===== config.mk =====
export PLATFORM = sky130hd
export DESIGN_NAME = scan_wr_ctrl
export DESIGN_NICKNAME = d
export VERILOG_FILES = /design/src/rtl/scan_wr_pkg.sv /design/src/rtl/scan_arm.sv /design/src/rtl/scan_win.sv /design/src/rtl/scan_phase.sv /design/src/rtl/scan_wr_ctrl.sv
export SDC_FILE = /design/constraint.sdc
export NUM_CORES = 1
export LEC_CHECK = 0
export ABC_CLOCK_PERIOD_IN_PS = 2900
export BUFFER_PORTS_ARGS = -buffer_cell sky130_fd_sc_hd__buf_2
export CORE_AREA = 2 2 39 41
export CTS_BUF_LIST = sky130_fd_sc_hd__clkbuf_16
export CTS_CLUSTER_DIAMETER = 80
export DETAILED_ROUTE_END_ITERATION = 16
export DIE_AREA = 0 0 41 43
export GPL_ROUTABILITY_DRIVEN = 0
export SYNTH_ARGS = -nofsm -noshare
export SYNTH_HDL_FRONTEND = slang
export SYNTH_SLANG_ARGS = --single-unit

===== constraint.sdc =====
create_clock -name clk_i -period 2.9 [get_ports clk_i]
set_clock_uncertainty 0.2 [all_clocks]
set_input_delay 0.145 -clock clk_i [delete_from_list [all_inputs] [get_ports clk_i]]
set_output_delay 0.145 -clock clk_i [all_outputs]
set_load 0.05 [all_outputs]

===== src/rtl/scan_wr_pkg.sv =====
package scan_wr_pkg;

  typedef struct packed {
    logic wr_en;
    logic addr_sel;
  } wr_ctl_t;

  function automatic int phase_w(input int period);
    return (period <= 2) ? 1 : $clog2(period);
  endfunction

endpackage


===== src/rtl/scan_arm.sv =====
module scan_arm #(
  parameter bit INIT_WRITE = 1'b1
) (
  input  logic clk_i,
  input  logic rst_ni,
  input  logic err_i,
  input  logic strobe_i,
  input  logic win_open_i,
  output logic launch_o
);

  logic arm_q;

  // arm held between strobes; consumed by the next strobe while idle
  always_ff @(posedge clk_i or negedge rst_ni) begin
    if (!rst_ni)                       arm_q <= INIT_WRITE;
    else if (strobe_i && !win_open_i)  arm_q <= 1'b0;
    else if (err_i && !win_open_i)     arm_q <= 1'b1;
  end

  assign launch_o = strobe_i && !win_open_i && (arm_q || err_i);

endmodule


===== src/rtl/scan_win.sv =====
module scan_win
  import scan_wr_pkg::*;
(
  input  logic    clk_i,
  input  logic    rst_ni,
  input  logic    strobe_i,
  input  logic    launch_i,
  output logic    open_o,
  output wr_ctl_t ctl_o
);

  logic open_q, sel_q;

  always_ff @(posedge clk_i or negedge rst_ni) begin
    if (!rst_ni)       open_q <= 1'b0;
    else if (strobe_i) open_q <= !open_q && launch_i;
  end

  // separate flop keeps select and enable on matched, short paths
  always_ff @(posedge clk_i or negedge rst_ni) begin
    if (!rst_ni)       sel_q <= 1'b0;
    else if (strobe_i) sel_q <= !sel_q && launch_i;
  end

  assign open_o         = open_q;
  assign ctl_o.wr_en    = open_q;
  assign ctl_o.addr_sel = sel_q;

endmodule


===== src/rtl/scan_phase.sv =====
module scan_phase
  import scan_wr_pkg::*;
#(
  parameter int INHIBIT_PERIOD = 2
) (
  input  logic clk_i,
  input  logic rst_ni,
  input  logic strobe_i,
  output logic inhibit_o
);

  localparam int PW = phase_w(INHIBIT_PERIOD);
  localparam logic [PW-1:0] LAST = PW'(INHIBIT_PERIOD - 1);

  generate
    if (INHIBIT_PERIOD == 2) begin : g_toggle
      logic ph_q;
      always_ff @(posedge clk_i or negedge rst_ni) begin
        if (!rst_ni)       ph_q <= 1'b0;
        else if (strobe_i) ph_q <= !ph_q;
      end
      assign inhibit_o = ph_q;
    end else begin : g_count
      logic [PW-1:0] cnt_q;
      always_ff @(posedge clk_i or negedge rst_ni) begin
        if (!rst_ni)       cnt_q <= '0;
        else if (strobe_i) cnt_q <= (cnt_q == LAST) ? '0 : cnt_q + 1'b1;
      end
      assign inhibit_o = (cnt_q == LAST);
    end
  endgenerate

endmodule


===== src/rtl/scan_wr_ctrl.sv =====
module scan_wr_ctrl
  import scan_wr_pkg::*;
#(
  parameter bit INIT_WRITE     = 1'b1,
  parameter int INHIBIT_PERIOD = 2
) (
  input  logic clk_i,
  input  logic rst_ni,
  input  logic err_i,
  input  logic scan_end_i,
  output logic wr_en_o,
  output logic addr_sel_o,
  output logic inhibit_o
);

  logic    launch, win_open;
  wr_ctl_t ctl;

  scan_arm #(.INIT_WRITE(INIT_WRITE)) u_arm (
    .clk_i      (clk_i),
    .rst_ni     (rst_ni),
    .err_i      (err_i),
    .strobe_i   (scan_end_i),
    .win_open_i (win_open),
    .launch_o   (launch)
  );

  scan_win u_win (
    .clk_i    (clk_i),
    .rst_ni   (rst_ni),
    .strobe_i (scan_end_i),
    .launch_i (launch),
    .open_o   (win_open),
    .ctl_o    (ctl)
  );

  scan_phase #(.INHIBIT_PERIOD(INHIBIT_PERIOD)) u_phase (
    .clk_i     (clk_i),
    .rst_ni    (rst_ni),
    .strobe_i  (scan_end_i),
    .inhibit_o (inhibit_o)
  );

  assign wr_en_o    = ctl.wr_en;
  assign addr_sel_o = ctl.addr_sel;

endmodule


== Yosys cells after proc, flatten, opt, wreduce, memory -nomap -nowiden ==
Cells that the tools add are included.
Word-level totals
  bits of input ports: 4
  output and inout bits: 3
  register bits after elaboration: 4
  logic and storage cells: 16
Cells by class
  multiplexer cells: 2
  reduce and logical (&&, ||, !) cells: 10
Operators with widths (number)
  $logic_and A1 B1 Y1: 5
  $logic_not A1 Y1: 3
  $mux W1: 2
  $reduce_bool A2 Y1: 1
  $logic_or A1 B1 Y1: 1

== Longest topological paths before layout ==
Gate-level depths: netlist of the first run.
  word-level depth: 4
  depth in mapped cells: 2

== By module ==
From an unflattened synthesis of the first run, not the netlist that was laid out.
Unflattened totals
  cells, all modules: 14
  area total of the unflattened synthesis: 183.9 µm²
By module, submodules not included
  scan_win: area each 88.8 µm², cells each 7, seq. area each 50.0 µm², times used 1
  scan_arm: area each 61.3 µm², cells each 5, seq. area each 26.3 µm², times used 1
  scan_phase: area each 33.8 µm², cells each 2, seq. area each 25.0 µm², times used 1

== Worst setup path before layout of the first run ==
Ideal clock, no wire load.
  kind: register to register
  start point: register u_win.open_q, in the netlist u_win.open_o
  end point: register u_win.sel_q
  stages on the path, launching flop included: 3
  data arrival time: 1.009 ns
  clock period less this slack: 1.302 ns
  buffers on the path: 0
  setup slack: 1.598 ns
  required time: 2.608 ns
  cells stage by stage: dfrtp_1 -> nand2b_1 -> o31ai_2
Between the ends
  longest elaborated chain between the ends: 4
RTL lines
  start: declaration: line scan_win.sv:12  | logic open_q, sel_q;
  start signal: assignment: line scan_win.sv:16  | else if (strobe_i) open_q <= !open_q && launch_i;
  $logic_not A1 Y1: line scan_arm.sv:21  | assign launch_o = strobe_i && !win_open_i && (arm_q || err_i);
  $logic_and A1 B1 Y1 (2 in series): line scan_arm.sv:21
  $logic_and A1 B1 Y1: line scan_win.sv:22  | else if (strobe_i) sel_q <= !sel_q && launch_i;
  end signal: assignment: line scan_win.sv:22
  end: declaration: line scan_win.sv:12
No other way between the ends.
A chain may end at the register's enable or synchronous reset.

== Final worst setup path of the first run ==
  start point: register u_win.sel_q
  end point: output addr_sel_o
RTL lines
  end: declaration: line scan_wr_ctrl.sv:12  | output logic addr_sel_o,
No word-level cell between the ends.

==> flow_metrics.env, run 1 <==
export IMPL_finalHoldViolations=0
export IMPL_fin_crit_ns=1.21
export IMPL_grt_max_degree=5
export IMPL_maxSlewViolCount=0
export IMPL_clk_pin_slew_worst_paths_ns=0.03
export IMPL_syn_nets=17
export IMPL_die_area_um2=1760
export IMPL_ys_seq_area_share_pct=61.4
export IMPL_slowest_stage="dfrtp_1"
export IMPL_grt_pass1_vias=117
export IMPL_place_port_buffers=6
export IMPL_endpoint_kind="output pin"
export IMPL_grt_setup_unrepaired="no"
export IMPL_detail_route_wl_per_cell_um=8.10
export IMPL_cp_start_kind="register"
export IMPL_cts_buffers=3
export IMPL_first_iter_violations=4
export IMPL_finalSetupViolCount=0
export IMPL_max_cap_violations=0
export IMPL_cpLargestDelayFamily="flip-flops"
export IMPL_cellLeakagePower_nw=0.146
export IMPL_mostFrequentLayoutCells="buf_2, clkbuf_16, dfrtp_1"
export IMPL_routed_wl_um=332
export IMPL_vias_per_cell=3.49
export IMPL_post_route_period_util_pct=41.6
export IMPL_cts_htree_levels=1
export IMPL_area_delta_synth_final_pct=90.2
export IMPL_yosys_warnings=0
export IMPL_nNetsFinal=30
export IMPL_die_y_um=43
export IMPL_synth_area_leaders="dfrtp_1, dfstp_2, nand2b_1, o31ai_2, xor2_1"
export IMPL_status="complete, no violations"
export IMPL_track_usage_pct=4.94
export IMPL_cp_num_buf_inv=1
export IMPL_drc=0
export IMPL_root_buffer="clkbuf_16"
export IMPL_path_cells="buf_2"
export IMPL_mostFrequentLayoutCell="buf_2"
export IMPL_peakVddDrop_v=0.000252
export IMPL_clk_path_buf_depth=2
export IMPL_drt_pass1_iter_count=2
export IMPL_fin_setup_tns_ns=0
export IMPL_synth_area_per_cell_um2=12.7
export IMPL_die_w_um=41
export IMPL_seq_area_um2=101
export IMPL_multiInputGateArea_um2=63.8
export IMPL_clkLatencyLatePin_ns=0.22
export IMPL_synth_seq_cells=4
export IMPL_synthDistinctLibCells=10
export IMPL_fillerInstances=158
export IMPL_cts_tree="yes"
export IMPL_worst_path_largest_cell_delay_ns=0.36
export IMPL_start_util_pct=11.9
export IMPL_drive_above_1_share_pct=44.0
export IMPL_power_mw=0.400
export IMPL_placementRows=14
export IMPL_slew_headroom_pct=83.5
export IMPL_post_cts_buffers=0
export IMPL_syn_area_um2=165
export IMPL_worst_ep_required_time_ns=2.56
export IMPL_synthCells=13
export IMPL_num_io_pins=7
export IMPL_grt_pass1_wl_um=441
export IMPL_antenna_found_initial=0
export IMPL_powerDensity_nw_per_um2=1270
export IMPL_numClockSinks=4
export IMPL_route_vias_total=143
export IMPL_worst_setup_path_type="register to output pin"
export IMPL_fmax_mhz=829
export IMPL_diodes=0
export IMPL_hp_class="primary input to register"
export IMPL_postRouteAntennaNets=0
export IMPL_arrival_ns=0.86
export IMPL_worstMarginPinSlew_ns=0.249
export IMPL_crit_fanout=3
export IMPL_yosysTopAreaCell="dfrtp_1"
export IMPL_core_area_um2=1380
export IMPL_synth_top_area_share_pct=45.5
export IMPL_overflow=0
[cells by family (layout without fill, tap and decap cells)]
family	count (synthesis)	count (layout)	share of synthesized area (%)
compound gates	3	3	15.1
xor+xnor	1	1	5.30
buf+inv	0	12	0
flops	4	4	61.4
simple gates	5	5	18.2
[registers in the layout (all words and copies together), names as in the netlist]
signal and flops:
u_win.open_o 1, u_phase.inhibit_o 1, u_arm.arm_q 1, u_win.sel_q 1
[cell type report]
class	instances	area share (%)
Clock inverter	1	1.20
Multi-Input combinational cell	9	20.3
Timing Repair Buffer	8	15.9
Sequential cell	4	32.3
Clock buffer	3	23.9
Tap cell	16	6.37
[what timing repair did]
action                                  CTS  global route
resized for setup                         0             0
hold buffers                              2             0
hold endpoints to repair                  5             0
endpoints found under the setup margin    0             0
[cells in the mapped netlist]
| cell type | number |
|---|---|
| or2b_1 | 1 |
| nor2b_1 | 1 |
| nor2_1 | 1 |
| dfrtp_1 | 3 |
| nand2b_1 | 2 |
| o31ai_2 | 1 |
| o21ai_0 | 1 |
| dfstp_2 | 1 |
| xor2_1 | 1 |
| o21a_1 | 1 |
[worst paths after layout]
check | from | endpoint | slack (ns) | cells after the start
min in group asynchronous | rst_ni | u_win.sel_q | 0.06 | 2
worst min-delay path | err_i | u_win.open_o | 0.05 | 3
worst max register to register | u_win.open_o | u_win.sel_q | 1.81 | 2
worst max-delay path | u_win.sel_q | addr_sel_o | 1.69 | 1
max in group asynchronous | rst_ni | u_arm.arm_q | 2.24 | 2
worst min register to register | u_phase.inhibit_o | u_phase.inhibit_o | 0.26 | 1
[report_power, final]
| group | internal, mW | switching (mW) |
|---|---|---|
| Clock | 0.178 | 0.0388 |
| Sequential | 0.0769 | 0.0126 |
| Combinational | 0.0257 | 0.0679 |
[stage by stage]
step	area (um^2)	setup WS (ns)	cells	utilization, %	hold WS (ns)
finish	314	1.69	41	22.7	0.0463
global route	314	1.63	41	22.7	0.0790
CTS	314	1.69	41	22.7	0.0500
detailed placement	215	1.81	35	15.6	-0.248
global placement	215	1.82	35	15.6	-0.248
floorplan	165	1.60	13	-	-0.351
[worst register-to-register path, stage by stage (launching register included)]
cell	delay (ns)
dfrtp_1	0.39
nand2b_1	0.19
o31ai_2	0.22
[per-layer routing]
layer  up-vias  routed length [um]  GRT usage [%]
li1         66                   -              -
met1        63                 153           4.58
met2        10                 108           4.38
met3         4                  48           4.71
met4         0                  21           8.00
met5         -                   0              0
(Power assumes the default switching activity.)
==> run 2: changes to the inputs <==
- ABC_CLOCK_PERIOD_IN_PS: 2900 -> 1100
- clock period: 2.9 -> 1.1 ns (I/O delays scaled with it)
==> flow_metrics.env, run 2 (synthesized netlist as in run 1, its figures left out) <==
export IMPL_place_inst=35
export IMPL_grt_max_degree=5
export IMPL_area_delta_synth_final_pct=102
export IMPL_antenna_found_initial=0
export IMPL_diodes=0
export IMPL_cts_buffers=3
export IMPL_numClockSinks=4
export IMPL_placementRows=14
export IMPL_grt_pass1_vias=149
export IMPL_crit_start="u_win.open_o"
export IMPL_grt_pass1_wl_um=614
export IMPL_power_mw=1.10
export IMPL_min_to="u_phase.inhibit_o"
export IMPL_post_cts_buffers=0
export IMPL_slew_headroom_pct=88.6
export IMPL_grt_setup_unrepaired="no"
export IMPL_cp_num_buf_inv=1
export IMPL_overflow=0
export IMPL_cts_htree_levels=1
export IMPL_fillerInstances=147
export IMPL_worst_ep_required_time_ns=0.84
export IMPL_post_route_period_util_pct=98.0
export IMPL_status="finished, violations left"
export IMPL_route_vias_total=143
export IMPL_finalHoldViolations=7
export IMPL_worst_slack_ns=0.0220
export IMPL_timing_rr_start="u_arm.arm_q"
export IMPL_cp_start_kind="register"
export IMPL_drc=0
export IMPL_core_area_um2=1380
export IMPL_seq_area_um2=104
export IMPL_clkLatencyLatePin_ns=0.22
export IMPL_finalSetupViolCount=0
export IMPL_peakVddDrop_v=0.000617
export IMPL_r2r_slack_ns=0.04
export IMPL_start_util_pct=11.9
export IMPL_num_io_pins=7
export IMPL_cellLeakagePower_nw=0.151
export IMPL_regToRegEndpoint="u_win.sel_q"
export IMPL_path_cells="buf_4"
export IMPL_postRouteAntennaNets=0
export IMPL_fin_util_pct=24.1
export IMPL_hp_class="primary input to register"
export IMPL_fin_crit_ns=1.08
export IMPL_holdBufCountCts=2
export IMPL_clk_pin_slew_worst_paths_ns=0.03
export IMPL_detail_route_wl_per_cell_um=9.73
export IMPL_pre_cts_ws_ns=0.0436
export IMPL_worst_setup_path_type="register to output pin"
export IMPL_fin_cells=41
export IMPL_drive_above_1_share_pct=60.0
export IMPL_root_buffer="clkbuf_16"
export IMPL_routed_wl_um=399
export IMPL_worst_path_largest_cell_delay_ns=0.41
export IMPL_arrival_ns=0.82
export IMPL_die_y_um=43
export IMPL_track_usage_pct=6.13
export IMPL_cts_tree="yes"
export IMPL_slowest_stage="dfrtp_2"
export IMPL_reg2reg_depth=2
export IMPL_final_cell_area_um2=334
export IMPL_place_port_buffers=6
export IMPL_powerDensity_nw_per_um2=3290
export IMPL_first_iter_violations=5
export IMPL_fin_setup_tns_ns=0
export IMPL_worstMarginPinSlew_ns=0.170
export IMPL_nNetsFinal=30
export IMPL_die_w_um=41
export IMPL_fmax_mhz=928
export IMPL_dpl_cell_area_um2=225
export IMPL_crit_fanout=4
export IMPL_mostFrequentLayoutCells="clkbuf_16, buf_2, buf_4"
export IMPL_die_area_um2=1760
export IMPL_hold_slack_ns=-0.110
export IMPL_clk_path_buf_depth=2
export IMPL_endpoint_kind="output pin"
export IMPL_maxSlewViolCount=0
export IMPL_drt_pass1_iter_count=2
export IMPL_max_cap_violations=0
export IMPL_violations="hold timing"
export IMPL_whs_path_depth=2
export IMPL_min_from="scan_end_i"
export IMPL_multiInputGateArea_um2=73.8
export IMPL_cpLargestDelayFamily="flip-flops"
export IMPL_vias_per_cell=3.49
-- run 2: cell counts in the layout (fill, tap and decap cells not counted) --
Identical to the previous run, type by type.
-- run 2: what timing repair did --
action,CTS,global route
endpoints found under the setup margin,2,3
hold endpoints to repair,8,4
gates resized for setup,2,3
-- run 2: layer usage --
| layer | vias up | share of wire, % | global-route usage (%) |
|---|---|---|---|
| met3 | 2 | 8.5 | 4.71 |
| met2 | 7 | 49 | 7.81 |
| met5 | - | 0 | 0 |
| li1 | 66 | - | - |
| met1 | 68 | 40 | 4.84 |
| met4 | 0 | 1.5 | 8.00 |
-- run 2: cell type report --
type,instances,area share [%]
timing repair buffer,8,17.2
clock buffer,3,22.5
tap,16,5.99
sequential,4,31.1
multi-input combinational,9,22.1
clock inverter,1,1.12
-- run 2: worst max-delay path by stage --
stage,to,slack (ns),cells after the start
after global placement,u_win.sel_q,0.04,2
after CTS,inhibit_o,0.003,1
after global routing,wr_en_o,0.001,1
after detailed placement,u_win.sel_q,0.04,2
after floorplan,u_win.sel_q,-0.03,1
final,wr_en_o,0.02,1
-- run 2: power by group --
part	internal (mW)	switching, mW
sequential	0.208	0.0358
combinational	0.0988	0.184
clock	0.469	0.104
total	0.776	0.324
==> run 3: changes to the inputs <==
- ABC_AREA: default -> 1
- CORE_AREA: 2 2 39 41 -> 4 4 41 43
- DIE_AREA: 0 0 41 43 -> 0 0 45 47
==> flow_metrics.env, run 3 <==
export IMPL_clk_path_buf_depth=2
export IMPL_mostFrequentLayoutCells="inv_1, nand2_1, clkbuf_16, dfrtp_2"
export IMPL_violations="hold timing"
export IMPL_path_cells="clkbuf_4"
export IMPL_crit_fanout=3
export IMPL_p_switching_mw=0.327
export IMPL_nNetsFinal=36
export IMPL_ys_async_sr_fraction_pct=100
export IMPL_cts_htree_levels=1
export IMPL_cpLargestDelayFamily="flip-flops"
export IMPL_power_mw=1.09
export IMPL_post_route_period_util_pct=98.3
export IMPL_clkLatencyLatePin_ns=0.22
export IMPL_finalHoldViolations=3
export IMPL_numClockSinks=4
export IMPL_drc=0
export IMPL_fin_crit_ns=1.08
export IMPL_synth_top_area_share_pct=44.4
export IMPL_core_area_um2=1300
export IMPL_arrival_ns=0.83
export IMPL_root_buffer="clkbuf_16"
export IMPL_start_util_pct=13.0
export IMPL_fillerInstances=149
export IMPL_postRouteAntennaNets=0
export IMPL_fin_setup_tns_ns=0
export IMPL_vias_per_cell=3.37
export IMPL_peakVddDrop_v=0.000981
export IMPL_cp_num_buf_inv=1
export IMPL_syn_nets=23
export IMPL_place_inst=40
export IMPL_multiInputGateArea_um2=53.8
export IMPL_detail_route_wl_per_cell_um=8.59
export IMPL_seq_area_um2=105
export IMPL_worstMarginPinSlew_ns=0.248
export IMPL_intPower_mw=0.761
export IMPL_swShare_pct=30.1
export IMPL_clk_pin_slew_worst_paths_ns=0.03
export IMPL_hp_class="primary input to asynchronous set/reset pin"
export IMPL_dp_hpwl_um=265
export IMPL_die_y_um=47
export IMPL_cellLeakagePower_nw=0.179
export IMPL_hold_slack_ns=-0.0300
export IMPL_fin_cells=46
export IMPL_powerDensity_nw_per_um2=3110
export IMPL_yosysTopAreaCell="dfrtp_1"
export IMPL_routed_wl_um=395
export IMPL_area_delta_synth_final_pct=107
export IMPL_holdBufCountCts=3
export IMPL_fin_util_pct=26.9
export IMPL_synth_common_cells="nand2_1, inv_1, dfrtp_1"
export IMPL_cts_tree="yes"
export IMPL_diodes=0
export IMPL_ys_flop_type="dfrtp_1"
export IMPL_ys_seq_area_share_pct=60.0
export IMPL_synth_seq_cells=4
export IMPL_die_w_um=45
export IMPL_synth_area_leaders="dfrtp_1, dfstp_2, nand2_1, inv_1, xor2_1"
export IMPL_grt_max_degree=5
export IMPL_cts_buffers=3
export IMPL_grt_pass1_wl_um=703
export IMPL_track_usage_pct=5.15
export IMPL_grt_setup_unrepaired="no"
export IMPL_finalSetupViolCount=0
export IMPL_clockPowerShare_pct=52.4
export IMPL_grt_pass1_vias=166
export IMPL_power_frac_seq_pct=22.0
export IMPL_maxSlewViolCount=0
export IMPL_synth_edf_count=0
export IMPL_synthDistinctLibCells=10
export IMPL_synth_most_common_cell="nand2_1"
export IMPL_route_vias_total=155
export IMPL_fmax_mhz=925
export IMPL_worst_ep_required_time_ns=0.84
export IMPL_worst_path_largest_cell_delay_ns=0.39
export IMPL_overflow=0
export IMPL_antenna_found_initial=0
export IMPL_cp_start_kind="register"
export IMPL_p_comb_share_pct=25.6
export IMPL_syn_area_um2=169
export IMPL_placementRows=13
export IMPL_synth_area_per_cell_um2=8.89
export IMPL_place_port_buffers=6
export IMPL_endpoint_kind="output pin"
export IMPL_synthCells=19
export IMPL_worst_setup_path_type="register to output pin"
export IMPL_yosys_warnings=0
export IMPL_num_io_pins=7
export IMPL_drt_pass1_iter_count=1
export IMPL_drive_above_1_share_pct=45.2
export IMPL_slowest_stage="dfrtp_2"
export IMPL_die_area_um2=2120
export IMPL_first_iter_violations=0
export IMPL_slew_headroom_pct=83.6
export IMPL_max_cap_violations=0
export IMPL_status="finished, violations left"
[run 3: cell count changes in the layout (fill, tap and decap cells not counted), moves of 2 or more]
cell     before  now
nand2_1       0    5
buf_4         3    0
inv_1         1    5
buf_6         0    2
[run 3: cell type report]
cell class	instances	area share, %
Sequential cell	4	30.0
Clock inverter	1	1.07
Inverter	5	6.07
Tap cell	15	5.36
Clock buffer	3	21.4
Timing Repair Buffer	8	20.7
Multi-Input combinational cell	10	15.4
[run 3: path summary, 6_finish.rpt]
| check | from | to | slack (ns) | depth (start not counted) |
|---|---|---|---|---|
| setup / recovery | u_win.sel_q | addr_sel_o | 0.02 | 1 |
| hold / removal | rst_ni | u_phase.inhibit_o | -0.03 | 2 |
| setup reg to reg | u_arm.arm_q | u_win.sel_q | 0.08 | 4 |
| hold reg to reg | u_phase.inhibit_o | u_phase.inhibit_o | 0.25 | 1 |
| max in group asynchronous | rst_ni | u_arm.arm_q | 0.52 | 2 |
| min in group clk_i | scan_end_i | u_win.open_o | 0.03 | 3 |
[run 3: timing repair]
action                                 4_1_cts  5_1_grt
endpoints found under the hold margin        8        3
pin swaps                                    0        0
setup endpoints to repair                    1        3
buffers inserted                             0        0
resized for setup                            1        8
[run 3: kinds of logic after synthesis]
| logic type | share of synthesized area [%] |
|---|---|
| xor gates and xnor gates | 5.19 |
| and+or+nand+nor | 17.8 |
| DFF | 60.0 |
| buffers and inverters | 11.1 |
| AOI/OAI and AO/OA | 5.92 |
[run 3: metrics by stage]
step / worst slack [ns] / instance area (um^2) / hold WS (ns)
6_report: 0.0184 / 350 / -0.0300
3_5_place_dp: 0.0642 / 221 / -0.338
2_1_floorplan: 0.0404 / 173 / -0.441
3_3_place_gp: 0.0759 / 221 / -0.340
5_1_grt: 0.0000243 / 350 / -0.0142
4_1_cts: 0.00201 / 333 / -0.0319
[run 3: power groups by stage]
stage	clock network, mW	logic (mW)	registers, mW
after CTS	0.586	0.265	0.235
final	0.570	0.279	0.240
after floorplan	0	0.0542	0.371
after global placement	0	0.249	0.235
after detailed placement	0	0.251	0.236
after global routing	0.601	0.299	0.244
[run 3: metal layers]
| layer | share of wire, % | track usage, % | vias up |
|---|---|---|---|
| met5 | 0 | 0 | - |
| met4 | 0 | 5.26 | 0 |
| met3 | 5.1 | 3.45 | 0 |
| met2 | 58 | 7.91 | 2 |
| met1 | 37 | 4.36 | 73 |
| li1 | - | - | 80 |
